File: src/rtl/wlan_hdr_pkg.sv
package wlan_hdr_pkg;
  localparam int ADDR_W = 48;
  localparam int STAT_W = 32;
  localparam int SEQ_W  = 12;
  localparam int TID_W  = 4;

  // status word bit positions (consumed downstream, so fixed)
  localparam int ST_FIRST_MPDU = 0;
  localparam int ST_LAST_MPDU  = 1;
  localparam int ST_GROUP_BSS  = 2;
  localparam int ST_PWR_SAVE   = 5;
  localparam int ST_NULL       = 7;
  localparam int ST_MGMT       = 8;
  localparam int ST_CTRL       = 9;
  localparam int ST_MORE_DATA  = 10;
  localparam int ST_EOSP       = 11;
  localparam int ST_FRAG       = 13;
  localparam int ST_ORDER      = 14;
  localparam int ST_DIRECTED   = 25;
  localparam int ST_FCS_ERR    = 30;

  localparam logic [STAT_W-1:0] HDR_MASK =
    (32'd1 << ST_GROUP_BSS) | (32'd1 << ST_PWR_SAVE) | (32'd1 << ST_NULL) |
    (32'd1 << ST_MGMT) | (32'd1 << ST_CTRL) | (32'd1 << ST_MORE_DATA) |
    (32'd1 << ST_EOSP) | (32'd1 << ST_FRAG) | (32'd1 << ST_ORDER) |
    (32'd1 << ST_DIRECTED);
  localparam logic [STAT_W-1:0] PASS_MASK =
    (32'd1 << ST_FIRST_MPDU) | (32'd1 << ST_LAST_MPDU) | (32'd1 << ST_FCS_ERR);
  localparam logic [STAT_W-1:0] USED_MASK = HDR_MASK | PASS_MASK;

  typedef enum logic [1:0] {
    FT_MGMT = 2'b00,
    FT_CTRL = 2'b01,
    FT_DATA = 2'b10,
    FT_EXT  = 2'b11
  } frame_kind_e;

  typedef struct packed {
    logic              mgmt;
    logic              ctrl;
    logic              null_frm;
    logic              pwr_save;
    logic              more_data;
    logic              order;
    logic              retry;
    logic              prot;
    logic              to_ds;
    logic              from_ds;
    logic              frag;
    logic              eosp;
    logic [TID_W-1:0]  tid;
    logic [SEQ_W-1:0]  seq;
  } fc_info_t;
endpackage

File: src/rtl/whc_fc_decode.sv
module whc_fc_decode
  import wlan_hdr_pkg::*;
(
  input  logic [15:0] fc,
  input  logic [15:0] seq_ctl,
  input  logic [15:0] qos_ctl,
  output fc_info_t    info
);
  frame_kind_e kind;
  logic [3:0]  subtype;
  logic        is_data;
  logic        has_qos;

  always_comb begin
    kind    = frame_kind_e'(fc[3:2]);
    subtype = fc[7:4];
    is_data = (kind == FT_DATA);
    has_qos = is_data && subtype[3];

    info           = '0;
    info.mgmt      = (kind == FT_MGMT);
    info.ctrl      = (kind == FT_CTRL);
    info.null_frm  = is_data && (subtype[2:0] == 3'b100);
    info.to_ds     = fc[8];
    info.from_ds   = fc[9];
    info.retry     = fc[11];
    info.pwr_save  = fc[12];
    info.more_data = fc[13];
    info.prot      = fc[14];
    info.order     = fc[15];
    info.frag      = fc[10] || (seq_ctl[3:0] != 4'd0);
    info.eosp      = has_qos && qos_ctl[4];
    info.tid       = has_qos ? qos_ctl[TID_W-1:0] : '0;
    info.seq       = seq_ctl[15:4];
  end
endmodule

File: src/rtl/whc_addr_match.sv
module whc_addr_match #(
  parameter int NUM_BSSID = 4,
  parameter int AW        = 48
) (
  input  logic [AW-1:0]           addr1,
  input  logic [AW-1:0]           addr2,
  input  logic [AW-1:0]           addr3,
  input  logic                    to_ds,
  input  logic                    from_ds,
  input  logic [NUM_BSSID*AW-1:0] bssid_tbl,
  input  logic [AW-1:0]           sta_addr,
  output logic                    group_bss,
  output logic                    directed
);
  logic [AW-1:0]        bss_pick;
  logic                 bss_usable;
  logic [NUM_BSSID-1:0] hit;

  always_comb begin
    bss_usable = 1'b1;
    unique case ({from_ds, to_ds})
      2'b00:   bss_pick = addr3;
      2'b01:   bss_pick = addr1;
      2'b10:   bss_pick = addr2;
      default: begin
        bss_pick   = '0;
        bss_usable = 1'b0;
      end
    endcase
  end

  for (genvar k = 0; k < NUM_BSSID; k++) begin : g_bss_cmp
    assign hit[k] = bss_usable && (bss_pick == bssid_tbl[k*AW +: AW]);
  end

  assign group_bss = addr1[0] && (|hit);
  assign directed  = (addr1 == sta_addr);
endmodule

File: src/rtl/wlan_hdr_classifier.sv
module wlan_hdr_classifier
  import wlan_hdr_pkg::*;
#(
  parameter int NUM_BSSID = 4
) (
  input  logic                        clk,
  input  logic                        rst_n,
  input  logic                        in_valid,
  output logic                        in_ready,
  input  logic [15:0]                 hdr_fc,
  input  logic [15:0]                 hdr_duration,
  input  logic [ADDR_W-1:0]           hdr_addr1,
  input  logic [ADDR_W-1:0]           hdr_addr2,
  input  logic [ADDR_W-1:0]           hdr_addr3,
  input  logic [15:0]                 hdr_seq_ctl,
  input  logic [15:0]                 hdr_qos_ctl,
  input  logic                        first_msdu,
  input  logic                        first_mpdu,
  input  logic                        last_mpdu,
  input  logic                        fcs_err,
  input  logic [NUM_BSSID*ADDR_W-1:0] bssid_tbl,
  input  logic [ADDR_W-1:0]           sta_addr,
  output logic                        out_valid,
  input  logic                        out_ready,
  output logic [STAT_W-1:0]           out_status,
  output logic [SEQ_W-1:0]            out_seq_num,
  output logic [TID_W-1:0]            out_tid,
  output logic                        out_retry,
  output logic                        out_protected,
  output logic                        out_to_ds,
  output logic                        out_from_ds
);
  fc_info_t          info;
  logic              group_bss;
  logic              directed;
  logic              accept;
  logic [STAT_W-1:0] stat_nxt;
  logic [STAT_W-1:0] hdr_bits;
  logic              unused_hdr;

  // protocol version and duration are carried but not classified
  assign unused_hdr = ^{hdr_fc[1:0], hdr_duration, hdr_qos_ctl[15:5]};

  whc_fc_decode u_fc (
    .fc      (hdr_fc),
    .seq_ctl (hdr_seq_ctl),
    .qos_ctl (hdr_qos_ctl),
    .info    (info)
  );

  whc_addr_match #(.NUM_BSSID(NUM_BSSID), .AW(ADDR_W)) u_addr (
    .addr1     (hdr_addr1),
    .addr2     (hdr_addr2),
    .addr3     (hdr_addr3),
    .to_ds     (info.to_ds),
    .from_ds   (info.from_ds),
    .bssid_tbl (bssid_tbl),
    .sta_addr  (sta_addr),
    .group_bss (group_bss),
    .directed  (directed)
  );

  always_comb begin
    hdr_bits               = '0;
    hdr_bits[ST_GROUP_BSS] = group_bss;
    hdr_bits[ST_PWR_SAVE]  = info.pwr_save;
    hdr_bits[ST_NULL]      = info.null_frm;
    hdr_bits[ST_MGMT]      = info.mgmt;
    hdr_bits[ST_CTRL]      = info.ctrl;
    hdr_bits[ST_MORE_DATA] = info.more_data;
    hdr_bits[ST_EOSP]      = info.eosp;
    hdr_bits[ST_FRAG]      = info.frag;
    hdr_bits[ST_ORDER]     = info.order;
    hdr_bits[ST_DIRECTED]  = directed;

    stat_nxt                = first_msdu ? hdr_bits : '0;
    stat_nxt[ST_FIRST_MPDU] = first_mpdu;
    stat_nxt[ST_LAST_MPDU]  = last_mpdu;
    stat_nxt[ST_FCS_ERR]    = fcs_err;
  end

  assign in_ready = !out_valid || out_ready;
  assign accept   = in_valid && in_ready;

  always_ff @(posedge clk or negedge rst_n) begin
    if (!rst_n) begin
      out_valid     <= 1'b0;
      out_status    <= '0;
      out_seq_num   <= '0;
      out_tid       <= '0;
      out_retry     <= 1'b0;
      out_protected <= 1'b0;
      out_to_ds     <= 1'b0;
      out_from_ds   <= 1'b0;
    end else begin
      if (accept) begin
        out_valid     <= 1'b1;
        out_status    <= stat_nxt;
        out_seq_num   <= first_msdu ? info.seq : '0;
        out_tid       <= first_msdu ? info.tid : '0;
        out_retry     <= first_msdu && info.retry;
        out_protected <= first_msdu && info.prot;
        out_to_ds     <= first_msdu && info.to_ds;
        out_from_ds   <= first_msdu && info.from_ds;
      end else if (out_ready) begin
        out_valid <= 1'b0;
      end
    end
  end

  // accepted beat shows up after the edge
  a_r1_accept_lands: assert property (@(posedge clk) disable iff (!rst_n)
    accept |=> out_valid);

  // stalled result holds
  a_r1_stall_holds: assert property (@(posedge clk) disable iff (!rst_n)
    (out_valid && !out_ready) |=> (out_valid && $stable(out_status) &&
      $stable(out_tid) && $stable(out_seq_num)));

  // pass-through bits follow their inputs
  a_r2_passthru: assert property (@(posedge clk) disable iff (!rst_n)
    accept |=> (out_status[ST_FIRST_MPDU] == $past(first_mpdu) &&
      out_status[ST_LAST_MPDU] == $past(last_mpdu) &&
      out_status[ST_FCS_ERR] == $past(fcs_err)));

  // qualifier low clears header-derived results
  a_r3_gated: assert property (@(posedge clk) disable iff (!rst_n)
    (accept && !first_msdu) |=> ((out_status & HDR_MASK) == '0 &&
      out_tid == '0 && out_seq_num == '0 && !out_to_ds && !out_from_ds));

  // management and control never together
  a_r4_kind_exclusive: assert property (@(posedge clk) disable iff (!rst_n)
    out_valid |-> $onehot0(out_status[ST_CTRL:ST_MGMT]));

  // null and EOSP only on data frames
  a_r8_qos_data_only: assert property (@(posedge clk) disable iff (!rst_n)
    (out_valid && (out_status[ST_MGMT] || out_status[ST_CTRL])) |->
      (!out_status[ST_EOSP] && !out_status[ST_NULL] && out_tid == '0));

  // unused positions stay clear
  a_r12_reserved_zero: assert property (@(posedge clk) disable iff (!rst_n)
    out_valid |-> ((out_status & ~USED_MASK) == '0));
endmodule

File: config.mk
export PLATFORM = sky130hd
export DESIGN_NAME = wlan_hdr_classifier
export DESIGN_NICKNAME = d
export VERILOG_FILES = /design/src/rtl/wlan_hdr_pkg.sv /design/src/rtl/whc_fc_decode.sv /design/src/rtl/whc_addr_match.sv /design/src/rtl/wlan_hdr_classifier.sv
export SDC_FILE = /design/constraint.sdc
export NUM_CORES = 1
export LEC_CHECK = 0
export BUFFER_PORTS_ARGS = -buffer_cell sky130_fd_sc_hd__buf_2
export CORE_AREA = 2 2 198 200
export CTS_BUF_LIST = sky130_fd_sc_hd__clkbuf_16
export DETAILED_ROUTE_END_ITERATION = 10
export DIE_AREA = 0 0 200 202
export REMOVE_ABC_BUFFERS = 1
export SYNTH_ARGS = -nofsm -noshare
export SYNTH_HDL_FRONTEND = slang
export SYNTH_SLANG_ARGS = --single-unit
File: constraint.sdc
create_clock -name clk -period 1.9 [get_ports clk]
set_input_delay 0.095 -clock clk [delete_from_list [all_inputs] [get_ports clk]]
set_output_delay 0.095 -clock clk [all_outputs]
set_load 0.02 [all_outputs]
== Yosys cells after proc, flatten, opt, wreduce, memory -nomap -nowiden ==
Index checks and enable logic that the tools add are counted.

* Register bits after elaboration: 53
* Bits of input ports: 456
* Word-level logic and storage cells: 48

* Equal/unequal tests: 10
* Muxes and demuxes: 8
* Reductions and logical operators: 22

{| class="wikitable"
|+ Operators with widths
! operator !! number
|-
| == test 48 bit || 5
|-
| case mux 48 bit (3 select lines) || 1
|-
| 2-to-1 mux 26 bit || 1
|-
| logical AND 1 bit || 13
|-
| 2-to-1 mux 12 bit || 1
|-
| 2-to-1 mux 4 bit || 2
|-
| == test 2 x 1 -> 1 bit (second input constant) || 2
|-
| == test 2 bit (second input constant) || 2
|-
| logical NOT 2 bit || 2
|-
| nonzero test 4 bit || 1
|-
| OR reduction 4 bit || 1
|-
| == test 3 bit (second input constant) || 1
|-
| 2-to-1 mux 1 bit || 3
|-
| OR reduction 3 bit || 1
|-
| logical OR 1 bit || 2
|-
| nonzero test 2 bit || 1
|-
| logical NOT 1 bit || 1
|}

== Longest topological paths before layout ==
* Word-level depth: 7
* Gate-level depth with buffers: 11
* Mapped depth without buffers: 8

== Hierarchy ==
From an unflattened synthesis, not the netlist that was laid out.

* Cells, all modules: 682
* Area, all modules: 5,899.4 um^2

{| class="wikitable"
|+ Modules (own cells, without submodules)
! module !! instances !! cells an instance !! area each (um^2) !! seq. area each (um^2)
|-
| whc_addr_match || 1 || 516 || 4,023.9 || 0.0
|-
| wlan_hdr_classifier || 1 || 134 || 1,652.8 || 850.8
|-
| whc_fc_decode || 1 || 32 || 222.7 || 0.0
|}

== Worst setup path after synthesis ==
Ideal clock, no wire load.

* Kind: input -> register
* From: in hdr_fc[9]
* To: reg out_status[2]
* Arrival: 1.750 ns
* Required time: 1.805 ns
* Path slack: 0.055 ns
* Cell stages on the path: 10
* Path through: buf_2 > buf_6 > buf_4 > o21ai_1 > xor2_1 > nor4_1 > nand4_1 > nor3_1 > nor4_1 > o31ai_1

* Word-level cells in the longest chain between the ends: 7
* Elaborated cells between the ends (all ways): 17

{| class="wikitable"
|+ RTL lines
! item !! line !! RTL
|-
| from (decl) || wlan_hdr_classifier.sv:10 || <nowiki>input logic [15:0] hdr_fc,</nowiki>
|-
| == test 2 bit, or another cell as far along || whc_addr_match.sv:21 || <nowiki>unique case ({from_ds, to_ds})</nowiki>
|-
| case mux 48 bit (3 select lines) / OR reduction 3 bit (equally long branches) || - ||
|-
| == test 48 bit / 2-to-1 mux 1 bit (equally long branches) || whc_addr_match.sv:33, whc_addr_match.sv:21 ||
|-
| logical AND 1 bit || whc_addr_match.sv:33 || <nowiki>assign hit[k] = bss_usable && (bss_pick == bssid_tbl[k*AW +: AW]);</nowiki>
|-
| OR reduction 4 bit * || whc_addr_match.sv:36 || <nowiki>assign group_bss = addr1[0] && (|hit);</nowiki>
|-
| logical AND 1 bit * || whc_addr_match.sv:36 ||
|-
| 2-to-1 mux 26 bit * || wlan_hdr_classifier.sv:76 || <nowiki>stat_nxt = first_msdu ? hdr_bits : '0;</nowiki>
|-
| to (signal assigned) || wlan_hdr_classifier.sv:98 || <nowiki>out_status <= stat_nxt;</nowiki>
|-
| to (decl) || wlan_hdr_classifier.sv:25 || <nowiki>output logic [STAT_W-1:0] out_status,</nowiki>
|}

Mark *: on every way between the ends. The rest lies on a longest branch, timed or not.
A chain may end at the register's enable or synchronous reset.

== Worst setup path in the final report ==
* From: in hdr_fc[8]
* To: reg out_status[2]

Same word-level chain as after synthesis.

==> impl_metrics.ini <==
[layout]
drive_above_1_share = 0.5782
final.fill_count = 4210
flow.area_growth_from_synthesis_pct = 89.68
final_standard_cell_area_without_fillers_um2 = 10390
final_net_count = 1702

[place]
port_buffers = 461
routabilityCongestion = 0.9480
dpl_cell_area_um2 = 9398
hpwl_um = 33640

[detailed_routing]
drc_errors = 0
drt-met1-wl_um = 16450
uppermost_metal_layer_occupied_by_signal_nets = met5
wl_met2_um = 18680
drt_first_pass_iters = 5
routed_wirelength_um = 38490
sum_of_met3_wire_segment_lengths_after_detailed_routing_um = 2397
routed_via_density = 4.107
detail-route-antenna-nets = 0
detail_route.iter0.violations = 359
drt-wirelength-per-cell_um = 21.71
vias = 7282

[cts]
clk_latency_ns = 0.28
cts-root-to-sink-buffers = 2
cts_made_buffers = 5
root_buffer = clkbuf_16
clkSinkCount = 34
cts-htree-levels = 2
clk_pin_slew_worst_paths_ns = 0.06
clock_tree_from_tritoncts = done

[synthesis]
flops_latches_synth = 34
synth-edff-count = 0
synth.yosys.warnings = 0
yosys.cell_types.count = 34
ys_async_sr_fraction = 1.000
synth-main-ff-cell = dfrtp_1
post-synth-top-area-fraction = 0.3582
synth_most_common_cell = xor2_1
synth-seq-area-share = 0.1553
synthesis.area_um2 = 5478
synth.cells.most_frequent = xor2_1 (224), nor4_1 (59), nand3b_1 (49)
synthTopCellsByArea = xor2_1 (36%), dfrtp_1 (16%), mux2i_1 (8.8%), nor4_1 (6.7%), nand3b_1 (6.7%)
post_synth_inst_count = 645
syn-mean-instance-area_um2 = 8.493
yosys.area.top_type = xor2_1

[global_route]
first_global_vias = 7750
grt_pass1_wl_um = 51200
globalRoute.totalOverflow = 0
grt_start_max_net_pins = 59
antenna_found_initial = 15
track_usage = 0.1806

[floorplanning]
placementRows = 72
num_io_pins = 510
die_width_um = 200
fp.dieArea_um2 = 40400
start_util = 0.1431
die_span_y_um = 202
core_area_um2 = 38290

[pwr]
power_leakage_nw = 5.198
cellPowerDensity_nw_per_um2 = 420.9
worst_ir_drop_vdd_v = 0.0003065

[worst_setup_path]
cp_capture_type = flip-flop
start_kind = primary input
worst_ep_required_time_ns = 2.08
worstPathMaxFanout = 5
rrSetupSlack_ns = 0.21
crit_type = in2reg
crit_arrival_ns = 2.38

[timing]
min_period_over_period = 1.155
setup-tns-final_ns = -0.2946
post-route-worst-setup-slack_ns = -0.2946
report.final.setup_viol = 1
tightest_slew_ns = 0.8351
maxSlewViolCount = 0
skew_ns = 0.01280
hold-worst-slack_ns = 0.02443
worst_slew_margin_rel = 0.4432
timing.final.hold_violations = 0
achievable-frequency_mhz = 455.7
grt_setup_unrepaired = true
final_critical_path_time_including_i_o_delays_and_setup_ns = 2.195

[run]
max_cap_viol_count = 0

[min_path]
min_path_type = in2reg

[run_status]
failed_checks = negative setup slack
run_status = complete, but fails checks
## worst max-delay path, cell delays in order
cell and delay [ns]:
buf_16 0.13, buf_6 0.13, buf_6 0.12, mux2i_1 0.11, buf_4 0.14, o21ai_4 0.19
buf_6 0.14, xor2_4 0.07, nor4_4 0.42, nand4_1 0.30, nor3_2 0.20, nor4_2 0.08
o31ai_1 0.24
## cells in the final DEF (no fill, tap or decap), types with 4 or more instances in the layout
master | synthesis | final
a22o_1 | 5 | 5
buf_12 | 1 | 16
buf_2 | 11 | 459
buf_4 | 20 | 135
buf_6 | 9 | 8
clkbuf_16 | 0 | 6
conb_1 | 1 | 19
dfrtp_1 | 34 | 34
diode_2 | 0 | 8
inv_1 | 6 | 6
mux2i_1 | 48 | 40
mux2i_2 | 0 | 5
nand2_1 | 48 | 47
nand3b_1 | 49 | 49
nand4_1 | 15 | 15
nor3_2 | 0 | 5
nor4_1 | 59 | 33
nor4_2 | 0 | 21
nor4_4 | 0 | 5
o21ai_0 | 23 | 23
o21ai_1 | 15 | 8
o21ai_2 | 32 | 21
o21ai_4 | 0 | 18
xnor2_1 | 11 | 11
xor2_1 | 224 | 219
xor2_2 | 0 | 4
## timing repair
| action | in CTS | in global routing |
|---|---|---|
| buffers inserted | 12 | 11 |
| endpoints found under the hold margin | 34 | 0 |
| pin swaps | 15 | 39 |
| resized for setup | 42 | 59 |
| gates cloned | 1 | 1 |
| hold buffers | 1 | 0 |
| endpoints found under the setup margin | 2 | 2 |
## metal layers
metal  global-route usage  vias to the layer above
met2               0.3151                      324
met5                    0                        -
met1               0.2253                     3447
met3              0.03287                       57
li1                     -                     3442
met4              0.05053                       12
## through the flow
step / std cells / setup slack [ns] / util / total power, mW
floorplan: 614 / -0.4481 / - / 1.738
global placement: 1734 / -1.536 / 0.2455 / 3.186
detailed placement: 1734 / -1.340 / 0.2455 / 3.202
CTS: 1755 / -0.3413 / 0.2594 / 4.286
global route: 1770 / -0.3783 / 0.2712 / 4.641
finish: 1773 / -0.2946 / 0.2714 / 4.373
## flip-flops by register name, summed over array words and instances (netlist names)
signal and flops:
out_retry 1, out_from_ds 1, out_to_ds 1, out_seq_num 12
out_valid 1, out_protected 1, out_status 13, out_tid 4
## final timing paths
check	from	endpoint	cells past startpoint
max	hdr_fc[8]	out_status[2]	13
min	in_valid	out_valid	2
max reg2reg	out_valid	out_status[25]	8
min reg2reg	out_seq_num[9]	out_seq_num[9]	2
max in group asynchronous	rst_n	out_status[25]	2
min in group asynchronous	rst_n	out_valid	2
## power breakdown
part,internal [mW],total [mW],switching [mW]
Combinational,1.22,2.62,1.40
Sequential,0.787,0.819,0.0314
Clock,0.614,0.931,0.317
## cell families after synthesis
logic type,after synthesis,share of synthesized area
XOR/XNOR,235,0.3757
AND/OR/NAND/NOR,185,0.1976
AO/OA/AOI/OAI,84,0.1076
buffers and inverters,55,0.06921
multiplexers,51,0.09388
flip-flops,34,0.1553
other,1,0.0006846
## layout make-up
| type | count | area, um^2 | share of cell area |
|---|---|---|---|
| well taps | 518 | 648.1 | 0.06238 |
| clock buffers | 5 | 125.1 | 0.01204 |
| clock inverters | 3 | 40.04 | 0.003854 |
| multi-input cells | 574 | 4822 | 0.4641 |
| flip-flops and latches | 34 | 850.8 | 0.08189 |
| repair buffers | 625 | 3861 | 0.3716 |
| diodes | 8 | 20.02 | 0.001927 |
| inverters | 6 | 22.52 | 0.002168 |
Power figures use the tool's default switching activity.
